**src/rtl/apm_pkg.sv**
```systemverilog
package apm_pkg;
  localparam logic [1:0] MODE_AUTOPOLL = 2'd2;

  typedef enum logic [2:0] {
    ST_IDLE  = 3'd0,
    ST_ISSUE = 3'd1,
    ST_AWAIT = 3'd2,
    ST_GAP   = 3'd3,
    ST_DRAIN = 3'd4
  } poll_state_t;
endpackage

```
**src/rtl/apm_byte_compare.sv**
```systemverilog
module apm_byte_compare #(
  parameter int BYTES = 4,
  parameter int LEN_W = 2
) (
  input  logic [8*BYTES-1:0] status,
  input  logic [8*BYTES-1:0] mask,
  input  logic [8*BYTES-1:0] target,
  input  logic [LEN_W-1:0]   len_m1,
  output logic               hit
);
  logic [BYTES-1:0] lane_ok;

  generate
    for (genvar b = 0; b < BYTES; b++) begin : g_lane
      localparam logic [LEN_W:0] LANE_IDX = (LEN_W+1)'(b);
      assign lane_ok[b] = (LANE_IDX > {1'b0, len_m1}) ||
                          (((status[8*b +: 8] ^ target[8*b +: 8]) & mask[8*b +: 8]) == 8'h00);
    end
  endgenerate

  assign hit = &lane_ok;
endmodule

```
**src/rtl/apm_gap_timer.sv**
```systemverilog
module apm_gap_timer #(
  parameter int IVL_W = 16
) (
  input  logic             clk,
  input  logic             rst_n,
  input  logic             load,
  input  logic             run,
  input  logic [IVL_W-1:0] interval,
  output logic             expired
);
  localparam logic [IVL_W-1:0] ONE = {{(IVL_W-1){1'b0}}, 1'b1};
  logic [IVL_W-1:0] cnt;

  always_ff @(posedge clk or negedge rst_n) begin
    if (!rst_n)                 cnt <= '0;
    else if (load)              cnt <= interval;
    else if (run && cnt != '0)  cnt <= cnt - ONE;
  end

  assign expired = (cnt == '0);
endmodule

```
**src/rtl/status_poll_matcher.sv**
```systemverilog
module status_poll_matcher
  import apm_pkg::*;
#(
  parameter int STATUS_BYTES = 4,
  parameter int IVL_W        = 16,
  localparam int DATA_W      = 8 * STATUS_BYTES,
  localparam int LEN_W       = (STATUS_BYTES > 1) ? $clog2(STATUS_BYTES) : 1
) (
  input  logic              clk,
  input  logic              rst_n,
  input  logic [1:0]        func_mode,
  input  logic              start,
  input  logic              abort,
  input  logic              auto_stop,
  input  logic              irq_en,
  input  logic              clr_match,
  input  logic [LEN_W-1:0]  len_m1,
  input  logic [DATA_W-1:0] mask,
  input  logic [DATA_W-1:0] target,
  input  logic [IVL_W-1:0]  interval,
  output logic              req_valid,
  input  logic              req_ready,
  input  logic              rsp_valid,
  output logic              rsp_ready,
  input  logic [DATA_W-1:0] rsp_data,
  output logic              busy,
  output logic              match_flag,
  output logic              irq
);
  poll_state_t state, nxt;
  logic hit, expired, set_hit, load_gap, draining, in_gap;

  apm_byte_compare #(.BYTES(STATUS_BYTES), .LEN_W(LEN_W)) u_cmp (
    .status (rsp_data),
    .mask   (mask),
    .target (target),
    .len_m1 (len_m1),
    .hit    (hit)
  );

  apm_gap_timer #(.IVL_W(IVL_W)) u_gap (
    .clk      (clk),
    .rst_n    (rst_n),
    .load     (load_gap),
    .run      (in_gap),
    .interval (interval),
    .expired  (expired)
  );

  always_comb begin
    nxt      = state;
    set_hit  = 1'b0;
    load_gap = 1'b0;
    unique case (state)
      ST_IDLE:  if (start && func_mode == MODE_AUTOPOLL) nxt = ST_ISSUE;
      ST_ISSUE: begin
        if (req_ready)  nxt = abort ? ST_DRAIN : ST_AWAIT;
        else if (abort) nxt = ST_IDLE;
      end
      ST_AWAIT: begin
        if (rsp_valid) begin
          if (abort) nxt = ST_IDLE;
          else begin
            set_hit  = hit;
            load_gap = 1'b1;
            nxt      = (hit && auto_stop) ? ST_IDLE : ST_GAP;
          end
        end else if (abort) begin
          nxt = ST_DRAIN;
        end
      end
      ST_GAP: begin
        if (abort)        nxt = ST_IDLE;
        else if (expired) nxt = ST_ISSUE;
      end
      ST_DRAIN: if (rsp_valid) nxt = ST_IDLE;
      default:  nxt = ST_IDLE;
    endcase
  end

  always_ff @(posedge clk or negedge rst_n) begin
    if (!rst_n) begin
      state      <= ST_IDLE;
      match_flag <= 1'b0;
    end else begin
      state <= nxt;
      if (set_hit)        match_flag <= 1'b1;
      else if (clr_match) match_flag <= 1'b0;
    end
  end

  assign draining  = (state == ST_DRAIN);
  assign in_gap    = (state == ST_GAP);
  assign req_valid = (state == ST_ISSUE);
  assign rsp_ready = (state == ST_AWAIT) || draining;
  assign busy      = (state != ST_IDLE);
  assign irq       = match_flag && irq_en;
endmodule

```
**config.mk**
```make
export PLATFORM = sky130hd
export DESIGN_NAME = status_poll_matcher
export DESIGN_NICKNAME = d
export VERILOG_FILES = /design/src/rtl/apm_pkg.sv /design/src/rtl/apm_byte_compare.sv /design/src/rtl/apm_gap_timer.sv /design/src/rtl/status_poll_matcher.sv
export SDC_FILE = /design/constraint.sdc
export NUM_CORES = 1
export LEC_CHECK = 0
export ABC_CLOCK_PERIOD_IN_PS = 4010
export CAP_MARGIN = 40
export CELL_PAD_IN_SITES_DETAIL_PLACEMENT = 0
export CELL_PAD_IN_SITES_GLOBAL_PLACEMENT = 1
export CORE_MARGIN = 4
export CORE_UTILIZATION = 24
export CTS_BUF_LIST = sky130_fd_sc_hd__clkbuf_2
export CTS_CLUSTER_SIZE = 20
export DETAILED_ROUTE_END_ITERATION = 10
export PLACE_DENSITY = 0.88
export SLEW_MARGIN = 15
export SYNTH_ARGS = -nofsm -noshare
export SYNTH_HDL_FRONTEND = slang
export SYNTH_SLANG_ARGS = --single-unit
export TNS_END_PERCENT = 50
```
**constraint.sdc**
```tcl
create_clock -name clk -period 4.01 [get_ports clk]
set_clock_uncertainty 0.15 [all_clocks]
set_input_delay 0.802 -clock clk [delete_from_list [all_inputs] [get_ports clk]]
set_output_delay 0.802 -clock clk [all_outputs]
set_load 0.01 [all_outputs]
```
### Word level (Yosys, flattened, before mapping)

Index checks and enable logic that the tools add are counted.

* input port bits: 125
* register bits after elaboration: 20

* $lt $le $gt $ge: 3
* bitwise gates (word level): 8
* eq/ne operators: 10
* $add $sub $neg: 1
* reduce and logical (&&, ||, !) cells: 20
* multiplexer cells: 22

Operators by type and width (count)
* bitwise AND 8 bit: 4
* zero test 8 bit: 4
* 2-to-1 mux 16 bit: 2
* bitwise XOR 8 bit: 4
* 2-to-1 mux 3 bit: 9
* zero test 16 bit: 1
* nonzero test 16 bit: 1
* subtractor 16 x 1 -> 16 bit (second input constant): 1
* one-hot mux 3 bit (5 select lines): 1
* 2-to-1 mux 1 bit: 8
* == test 3 x 2 -> 1 bit (second input constant): 2
* != test 3 bit (second input constant): 2
* AND reduction 5 bit: 1
* greater-than comparator 2 bit (first input constant): 2
* logical AND 1 bit: 4
* logical OR 1 bit: 4
* 2-to-1 mux 2 bit: 2
* != test 2 bit (second input constant): 2
* AND reduction 4 bit: 1
* nonzero test 2 bit: 2
* == test 3 x 1 -> 1 bit (second input constant): 1
* == test 3 bit (second input constant): 1
* zero test 3 bit: 1
* != test 3 x 2 -> 1 bit (second input constant): 1
* 3 further kinds: 3

### Depth between registers and ports, before layout

* word-level depth: 10
* mapped depth: 8
* gate-level depth less buffers: 8

### Modules after synthesis

From an unflattened synthesis, not the netlist that was laid out.

* cells, all modules: 220
* area total of the unflattened synthesis: 1885.6 um2

By module, submodules not included
* apm_gap_timer: cells each 124, times used 1, area each 1063.5 um2
* apm_byte_compare: cells each 54, times used 1, area each 464.2 um2
* status_poll_matcher: cells each 42, times used 1, area each 357.8 um2

### Worst setup path after synthesis

No wires, ideal clock.

* kind: input -> register
* start point: in target[29]
* end point: reg state[1]
* data required time: 3.736 ns
* cell stages on the path: 6
* data arrival time: 2.049 ns
* path slack: 1.687 ns
* setup time: 0.124 ns
* cells stage by stage: xor2_1 a22oi_1 a41oi_1 a2111oi_0 a21oi_1 or2_1

* word-level cells in the longest chain between the ends: 10

RTL lines
* start, declared: RTL line status_poll_matcher.sv:19 `input logic [DATA_W-1:0] target,`
* bitwise XOR 8 bit: RTL line apm_byte_compare.sv:17 `(((status[8*b +: 8] ^ target[8*b +: 8]) & mask[8*b +: 8]) == 8'h00);`
* bitwise AND 8 bit: RTL line apm_byte_compare.sv:17
* zero test 8 bit: RTL line apm_byte_compare.sv:17
* logical OR 1 bit: RTL line apm_byte_compare.sv:16 `assign lane_ok[b] = (LANE_IDX > {1'b0, len_m1}) ||`
* AND reduction 4 bit: RTL line apm_byte_compare.sv:21 `assign hit = &lane_ok;`
* logical AND 1 bit: RTL line status_poll_matcher.sv:66 `nxt = (hit && auto_stop) ? ST_IDLE : ST_GAP;`
* 2-to-1 mux 2 bit: RTL line status_poll_matcher.sv:66
* 2-to-1 mux 2 bit: RTL line status_poll_matcher.sv:62 `if (abort) nxt = ST_IDLE;`
* 2-to-1 mux 3 bit: RTL line status_poll_matcher.sv:61 `if (rsp_valid) begin`
* one-hot mux 3 bit (5 select lines): RTL line status_poll_matcher.sv:54 `unique case (state)`
* end signal, assigned: RTL line status_poll_matcher.sv:86 `state <= nxt;`
* end, declared: RTL line status_poll_matcher.sv:30 `poll_state_t state, nxt;`

Every way passes these cells.
A chain may end at the register's enable or synchronous reset.

### Worst setup path in the final report

* start point: in irq_en
* end point: out irq

* word-level cells in the longest chain between the ends: 1

RTL lines
* start, declared: RTL line status_poll_matcher.sv:15 `input logic irq_en,`
* logical AND 1 bit: RTL line status_poll_matcher.sv:97 `assign irq = match_flag && irq_en;`
* end, declared: RTL line status_poll_matcher.sv:28 `output logic irq`

Every way passes these cells.

==> metrics.md <==
| Metric | Value |
|---|---|
| Nets | 443 |
| Port Buffer Count | 129 |
| DR vias | 1825 |
| Antenna cell count | 0 |
| VDD IR max | 0.0000941 V |
| CP startpoint kind | input pin |
| Final worst-path cycle share | 71.2% |
| Die height | 90.1 um |
| Pwr Total | 793 uW |
| Multi-input gate area in the final layout | 1080 um2 |
| Antenna viol nets, final | 0 |
| Clock Root Buffer | clkbuf_2 |
| Final Slew Violations | 0 |
| CTS clk-pin slew, worst paths | 0.18 ns |
| Setup slack at placement | 0.904 ns |
| CP endpoint kind | primary output |
| Final setup viols | 0 |
| Setup TNS | 0 ns |
| Initial DRC Count | 64 |
| WS Path Type | input pin to primary output |
| Yosys reg bits | 20 |
| Maxcap violations | 0 |
| Fill count | 655 |
| Synth cell types | 35 |
| Vias in the first global route | 1974 |
| RSZ-0062 raised after global routing | false |
| DP HPWL | 4880 um |
| H-tree depth | 1 |
| Syn Std Cell Area | 1620 um2 |
| Clk_lat worst skew | 0.32 ns |
| Most common cell in the netlist | xor2_1 |
| Layout cells sized above 1 | 4.43% |
| Syn Nets | 312 |
| EDFF count, synth | 0 |
| Crit path required time | 3.06 ns |
| Pin count of the biggest net entering global routing | 17 |
| Worst slew pin tran | 0.651 ns |
| Num Clock Sinks | 20 |
| GRT Total Usage | 13.4% |
| Run status | finished, final reports clean |
| Synth area leaders | dfrtp_1 31%, xor2_1 18%, xnor2_1 7.6% |
| Core area | 6460 um2 |
| Synth warn | 0 |
| Slew margin rel. | 55.5% |
| Initial Util | 25.0% |
| Fin. Hold Viols | 0 |
| Synth top area share | 30.9% |
| Mapped Avg Cell Area | 8.70 um2 |
| Ports | 130 |
| Cell taking the most area after synthesis | dfrtp_1 |
| Hold Slack | 0.397 ns |
| Final wirelength | 5340 um |
| CTS resizes | 0 |
| Chip Width | 90.1 um |
| Sequential share of the synthesized area | 30.9% |
| Post-CTS Setup Bufs | 0 |
| Worst hold path type | flip-flop to flip-flop |
| First-pass GRT wire length | 9040 um |
| F_max | 0.350 GHz |
| Initial antenna violation count | 0 |
| WL per Instance | 13.6 um |
| Rows | 29 |
| Pwr Density | 262 nW/um2 |
| Gate Count Post-Synth | 186 |
| Most frequent cells after synthesis | 33 x xor2_1, 20 x dfrtp_1, 19 x nand2_1, 16 x a22oi_1, 15 x o21ai_0 |
| Via-to-Cell Ratio | 4.64 |
| Worst EP arrival | 1.90 ns |
| CTS tree | done |
| Leak pwr | 0.00113 uW |
| Total grt overflow | 0 |
| DR DRC count | 0 |
| Fin crit period | 2.86 ns |
| TritonCTS Buffers | 3 |
| Async SR Flop Fraction | 100% |
| Area grow syn2layout | 87.4% |
| Drt pass-1 iters | 4 |
| Setup ws final | 1.15 ns |
| Sequential cell area | 500 um2 |
| Die area | 8120 um2 |
| GPL Wtd Cong | 0.844 |
| Post-synth top flop | dfrtp_1 |
| Crit Path Max Fanout | 1 |
| Hold Buf Count CTS | 0 |
| CTS max path bufs | 2 |
-- layout make-up --
type / count / area share [%]
Clock buffer: 3 / 0.495
Inverter: 6 / 0.743
Tap cell: 77 / 3.18
Multi-Input combinational cell: 155 / 35.5
Sequential cell: 20 / 16.5
Timing Repair Buffer: 131 / 43.5
Clock inverter: 1 / 0.124
-- state kept, by name (all words and copies together) (netlist names) --
name	flops
state	3
match_flag	1
u_gap.cnt	16
-- worst paths after layout --
path	slack, ns	startpoint	end	depth (start not counted)
max	1.15	irq_en	irq	3
min	0.40	u_gap.cnt[0]	u_gap.cnt[0]	1
min in group asynchronous	0.63	rst_n	u_gap.cnt[3]	1
max in group asynchronous	2.63	rst_n	u_gap.cnt[2]	2
min reg2reg	0.40	u_gap.cnt[0]	u_gap.cnt[0]	1
max reg2reg	1.50	u_gap.cnt[0]	u_gap.cnt[9]	8
-- per-stage QoR --
stage / cell area, um2 / std cells / utilization [%]
final: 3030 / 393 / 46.9
after global routing: 3030 / 393 / 46.9
after CTS: 3030 / 393 / 46.9
after detailed placement: 3010 / 389 / 46.6
after global placement: 2990 / 387 / 46.2
after floorplan: 1620 / 186 / -
-- metal layers --
layer / up-vias / part of all wire [%] / track usage [%]
met3: 13 / 7.4 / 3.01
met4: 0 / 3.4 / 5.36
met5: - / 0 / 0
met2: 73 / 53 / 25.2
met1: 821 / 36 / 14.4
li1: 918 / - / -
-- cell families (layout without fill, tap and decap cells) --
kind of cell             count (synthesis)  count (layout)  synth area share [%]
adder cells (fa/ha/maj)                  1               1                 0.773
flip-flops                              20              20                  30.9
buffers and inverters                   11             141                  2.55
AND/OR/NAND/NOR                         62              62                  20.3
XOR/XNOR                                47              47                  25.4
AO/OA/AOI/OAI                           45              45                  20.0
-- critical path: stages --
cell	delay [ns]
clkdlybuf4s50_1	0.44
and2_1	0.11
clkdlybuf4s50_1	0.55
-- cell usage in the layout, fill, tap and decap left out, drive strengths merged, types with 3 or more instances in the layout --
master and n:
clkdlybuf4s50 129, or4 3, a21oi 3, o21ai 16, or3 4, nor2 12
nor3 4, nand2 19, xor2 33, o211ai 4, a22oi 16, nand3 3
dfrtp 20, nor4 4, inv 6, xnor2 14, clkbuf 3
-- report_power, final --
group | internal (uW) | switching [uW] | total, uW
clock network | 21.7 | 63.4 | 85.0
logic | 227 | 109 | 336
registers | 285 | 87.9 | 373
(Power assumes the default switching activity.)
